### src/rtl/rtc_wdog.sv
module rtc_wdog #(
  parameter int MULT_W = 5,
  parameter int RES_W  = 2
) (
  input  logic       clk,
  input  logic       rst_n,
  input  logic       wr_en,
  input  logic [7:0] wr_data,
  output logic [7:0] rd_data,
  input  logic       tick,
  output logic       wd_rst,
  output logic       wd_irq
);
  localparam int MAX_SHIFT = 2 * ((1 << RES_W) - 1);
  localparam int CNT_W     = MULT_W + MAX_SHIFT;

  logic [7:0]       ctrl;
  logic [CNT_W-1:0] cnt;
  logic [CNT_W-1:0] load_val;
  logic             expire;

  assign load_val = {{MAX_SHIFT{1'b0}}, wr_data[MULT_W+1:2]} << {wr_data[RES_W-1:0], 1'b0};
  assign expire   = tick && (cnt == CNT_W'(1));
  assign rd_data  = ctrl;

  always_ff @(posedge clk or negedge rst_n) begin
    if (!rst_n) begin
      ctrl   <= 8'h00;
      cnt    <= '0;
      wd_rst <= 1'b0;
      wd_irq <= 1'b0;
    end else begin
      wd_rst <= 1'b0;
      wd_irq <= 1'b0;
      if (wr_en) begin
        ctrl <= wr_data;
        cnt  <= load_val;
      end else if (tick && cnt != '0) begin
        cnt <= cnt - CNT_W'(1);
        if (expire) begin
          wd_rst <= ctrl[7];
          wd_irq <= !ctrl[7];
        end
      end
    end
  end

  a_r5_exclusive: assert property (@(posedge clk) disable iff (!rst_n)
    !(wd_rst && wd_irq));

  a_r4_rst_one_cycle: assert property (@(posedge clk) disable iff (!rst_n)
    wd_rst |=> !wd_rst);

  a_r4_irq_one_cycle: assert property (@(posedge clk) disable iff (!rst_n)
    wd_irq |=> !wd_irq);

  a_r9_idle_after_fire: assert property (@(posedge clk) disable iff (!rst_n)
    (wd_rst || wd_irq) |-> (cnt == '0 || $past(wr_en)));

  a_r4_fire_after_tick: assert property (@(posedge clk) disable iff (!rst_n)
    $rose(wd_rst || wd_irq) |-> $past(tick));

  a_r10_hold_without_tick: assert property (@(posedge clk) disable iff (!rst_n)
    (!tick && !wr_en) |=> $stable(cnt));

  a_r2_readback: assert property (@(posedge clk) disable iff (!rst_n)
    wr_en |=> rd_data == $past(wr_data));
endmodule

### config.mk
export PLATFORM = sky130hd
export DESIGN_NAME = rtc_wdog
export DESIGN_NICKNAME = d
export VERILOG_FILES = /design/src/rtl/rtc_wdog.sv
export SDC_FILE = /design/constraint.sdc
export NUM_CORES = 1
export LEC_CHECK = 0
export BUFFER_PORTS_ARGS = -buffer_cell sky130_fd_sc_hd__buf_2
export CAP_MARGIN = 0
export CORE_MARGIN = 1.5
export CORE_UTILIZATION = 44
export CTS_CLUSTER_DIAMETER = 120
export DETAILED_ROUTE_END_ITERATION = 8
export PLACE_DENSITY = 0.63
export SYNTH_ARGS = -nofsm -noshare
export SYNTH_HDL_FRONTEND = slang
export SYNTH_SLANG_ARGS = --single-unit
### constraint.sdc
create_clock -name clk -period 2.2 [get_ports clk]
set_input_delay 0.44 -clock clk [delete_from_list [all_inputs] [get_ports clk]]
set_output_delay 0.44 -clock clk [all_outputs]
set_load 0.05 [all_outputs]
## Word-level counts from Yosys, hierarchy flattened

Cells that the tools add are included.

| operators by class | value |
|---|---|
| $mul | 0 |
| bitwise logic cells | 0 |
| equal/unequal tests | 1 |
| order comparisons | 0 |
| reductions and logical operators | 5 |
| divide/modulo/power cells | 0 |
| shift operators | 1 |
| add/subtract/negate cells | 1 |
| multiplexer cells | 8 |

Operators by type and width:

| kind | count |
|---|---|
| $mux 11 | 2 |
| $eq 11x1->1 const B | 1 |
| $reduce_bool 11->1 | 1 |
| $shl 5x3->11 | 1 |
| $sub 11x1->11 const B | 1 |
| $mux 1 | 6 |
| $logic_and 1x1->1 | 2 |
| $reduce_bool 2->1 | 1 |
| $logic_not 1->1 | 1 |

| storage, ports and cells | value |
|---|---|
| output and inout bits | 10 |
| bits of input ports | 12 |
| register bits after elaboration | 21 |
| memories kept | 0 |
| latch bits | 0 |
| word-level logic and storage cells | 20 |
| memory bits (writable) | 0 |
| memory bits (read-only) | 0 |

## Depth between registers and ports, before layout

| logic depth | value |
|---|---|
| depth after elaboration | 5 |
| depth in mapped cells | 6 |

## Worst setup path after synthesis

No wires, ideal clock.

| timing | value |
|---|---|
| path kind | reg-to-reg |
| start | register cnt[0] |
| end | register cnt[7] |
| data arrival time | 1.563 ns |
| cell stages (with the launch flop) | 7 |
| slack | 0.513 ns |
| buffers on the path | 0 |
| path through | dfrtp_1 > inv_1 > ha_1 > nor2b_1 > and2_1 > o31a_2 > o31a_1 |

| on the way | value |
|---|---|
| longest elaborated chain between the ends | 3 |
| elaborated cells between the ends (all ways) | 6 |

RTL lines:

| element | line | source |
|---|---|---|
| from (decl) | 18 | `logic [CNT_W-1:0] cnt;` |
| from (signal assigned) | 37 | `cnt <= load_val;` |
| from (signal assigned) | 39 | `cnt <= cnt - CNT_W'(1);` |
| $sub 11x1->11 or $reduce_bool 11->1 (tied branches) | 39, 38 |  |
| $mux 11 or $logic_and 1x1->1 (tied branches) | 38 | `end else if (tick && cnt != '0) begin` |
| $mux 11 or $reduce_bool 2->1 (tied branches) | - |  |

Several ways; a longest one is shown, not always the timed one. The select of a mux whose other input is x is not followed.
A chain may end at the register's enable or synchronous reset.

## Final worst setup path

Ends and elaborated chain as after synthesis.

==> impl_results.md <==
* Status: finished clean
* CP max FO at 7
* Fin cells at 165
* Gpl congestion at 1.007
* Core Area at 0.002477 mm^2
* Worst skew pair latency at 310 ps
* Longest Clk Path Bufs at 2
* Starting DRT DRC Count at 54
* RSZ-0062 raised after global routing: no
* Final min period at 1846 ps
* Die area at 0.002941 mm^2
* Starting density of the core at 0.4662
* # diodes at 0
* Critical Path RT at 2410 ps
* Post-synth EDFFs at 0
* Ratio of cells with drive above 1 in the final layout at 0.2741
* Nature of the critical path endpoint: flop
* Max stage delay on crit path at 390 ps
* Hold buffer count at CTS at 0
* Slowest-stage cell, CP: dfrtp_1
* Crit path max-delay family: compound AO/OA/AOI/OAI gates
* Final-stage net count at 150
* Setup CP Type: reg2reg
* Post-Syn Area at 0.001155 mm^2
* Synth top area share at 0.4550
* Hold crit path type: in2async
* Synthesis-stage register bit count at 21
* Yosys top cell by area: dfrtp_1
* Max Freq at 541.8 MHz
* DRC Markers at 0
* Synth async-reset ratio at 1.000
* Syn Area/Cell at 10.04 um^2
* Design area at 0.001306 mm^2
* Post-CTS resize count at 0
* Worst clock skew at 1.751 ps
* RR Startpoint: cnt[0]$_DFFE_PN0P_
* Final max-slew violation count at 0
* # IOs at 22
* CTS Buf Count at 3
* Htree depth at 1
* DRT Wirelength at 2.536 mm
* Actual slew at the worst max-slew pin at 609.6 ps
* Final HPWL from detailed placement at 1.832 mm
* Vias in the first global route at 882
* Row cnt at 18
* MaxCap Viol Count at 0
* Final Hold Fails at 0
* Worst VDD drop at 505.6 uV
* Filler cells at 224
* CTS tree: built
* Dpl cell area at 0.001279 mm^2
* First-pass GRT wire length at 4.098 mm
* Largest net degree at the start of global routing at 27
* Top post-synthesis cells by area: dfrtp_1 (46%), mux2_2 (6.8%), o21ai_0 (5.2%)
* Routed length per instance at 15.37 um
* Worst-path clk slew at 120 ps
* Startpoint Class: flop
* Clock root buffer: clkbuf_4
* Pwr/cell area at 726.3 mW/mm^2
* Final ANT Viol Nets at 0
* Initial antenna violation count at 0
* Post-CTS Setup Bufs at 0
* Height of the die at 54.23 um
* Overflow left after global routing at 0
* Placed cells at 161
* Total Power at 948.8 uW
* Port Buffer Count at 21
* CP arrival at 2050 ps
* Synth-to-Final Area Change at 13.11%
* Drt first pass iters at 4
* Die width at 54.23 um
* Critical path cell sequence: inv_1, ha_1, nor2b_1, and2_1, o31a_2, o31a_1
* TNS Setup at 0 ps
* Pre-CTS setup slack at 385.1 ps
* Syn. warnings at 0
* Post-synthesis cell type count at 38
* Sequential share of the synthesized area at 0.4550
* Relative slew slack at 0.5899
* Crit share post-route at 0.8390
* Final setup viols at 0
* Vias per inst at 6.036
* Sink Count at 21
* CP Buf/Inv Count at 1
* Main synth FF type: dfrtp_1
* Detailed-route via count at 996
* Synthesized Nets at 129
* Leakage power at 0.5929 nW
* Setup WS post-layout at 354.3 ps
* Synth Instances at 115
* GRT Resource Usage Total at 0.1987
* CP Launch Point: cnt[0]$_DFFE_PN0P_
-- per-stage QoR --
step                        util  hold slack, ps
final                     0.5273           70.67
after global routing      0.5273           100.8
after CTS                 0.5273           72.74
after detailed placement  0.5162           432.3
after global placement    0.5162           424.5
after floorplan                -           144.4
-- report_power, final --
| part | total, mW | internal [mW] | switching [mW] |
|---|---|---|---|
| registers | 0.482 | 0.429 | 0.0528 |
| logic | 0.274 | 0.107 | 0.167 |
| clock network | 0.193 | 0.0679 | 0.125 |
-- cell type report --
cell class | count | area [um^2] | area share
Inverter | 9 | 33.78 | 0.02586
Timing Repair Buffer | 21 | 105.1 | 0.08046
Sequential cell | 21 | 525.5 | 0.4023
Clock buffer | 3 | 22.52 | 0.01724
Tap cell | 30 | 37.54 | 0.02874
Clock inverter | 1 | 5.005 | 0.003831
Multi-Input combinational cell | 80 | 576.8 | 0.4416
-- worst reg2reg max path, stage by stage (launching register included) --
cell     delay [ps]
dfrtp_1         390
inv_1            80
ha_1            280
nor2b_1         200
and2_1          190
o31a_2          320
o31a_1          280
-- cell families (layout without fill, tap and decap cells) --
kind of cell | count (synthesis) | count (layout) | share of synthesized area
and+or+nand+nor | 34 | 34 | 0.1842
AOI/OAI and AO/OA | 30 | 30 | 0.1679
DFF | 21 | 21 | 0.4550
buffers and inverters | 14 | 34 | 0.04550
muxes | 11 | 11 | 0.1029
xor gates and xnor gates | 3 | 3 | 0.02276
adders and majority gates | 2 | 2 | 0.02167
-- cell usage after synthesis, types with 2 or more instances --
cell,count
ha_1,2
dfrtp_1,21
xnor2_1,2
o31ai_1,2
inv_1,9
nand3b_1,2
nand2_1,8
clkbuf_1,5
nor4_1,3
a31oi_1,2
o21ai_0,12
mux2_2,7
or3_1,2
nor2_1,5
mux2i_1,4
o32ai_1,2
nand4_1,4
a21oi_1,3
-- placed cells by master, fill, tap and decap left out, drive strengths merged, types with 3 or more instances in the layout --
cell    instances
mux2            7
nor4            4
nand4           4
inv             9
nand2           8
o21ai          12
a21oi           3
buf            21
clkbuf          3
dfrtp          21
nor2            5
mux2i           4
-- path summary, 6_finish.rpt --
path,slack [ps],end,cells after the start
hold reg to reg,470,wd_irq$_DFF_PN0_,1
max in group asynchronous,1810,rd_data[0]$_DFFE_PN0P_,1
setup reg to reg,350,cnt[7]$_DFFE_PN0P_,6
setup / recovery,350,cnt[7]$_DFFE_PN0P_,6
hold / removal,70,rd_data[6]$_DFFE_PN0P_,1
min in group clk,370,rd_data[7]$_DFFE_PN0P_,3
-- flip-flops by register name (all words and copies together), names as in the netlist --
signal,count
rd_data,8
cnt,11
wd_irq,1
wd_rst,1
-- per-layer routing --
metal  routed length (um)  global-route usage  vias up
met5                    0                   0        -
met4                   35              0.1000        0
met3                  154             0.03279        4
met2                 1186              0.2892       44
met1                 1160              0.2840      477
li1                     -                   -      471
Note: power is estimated with default switching activity, not from simulation.
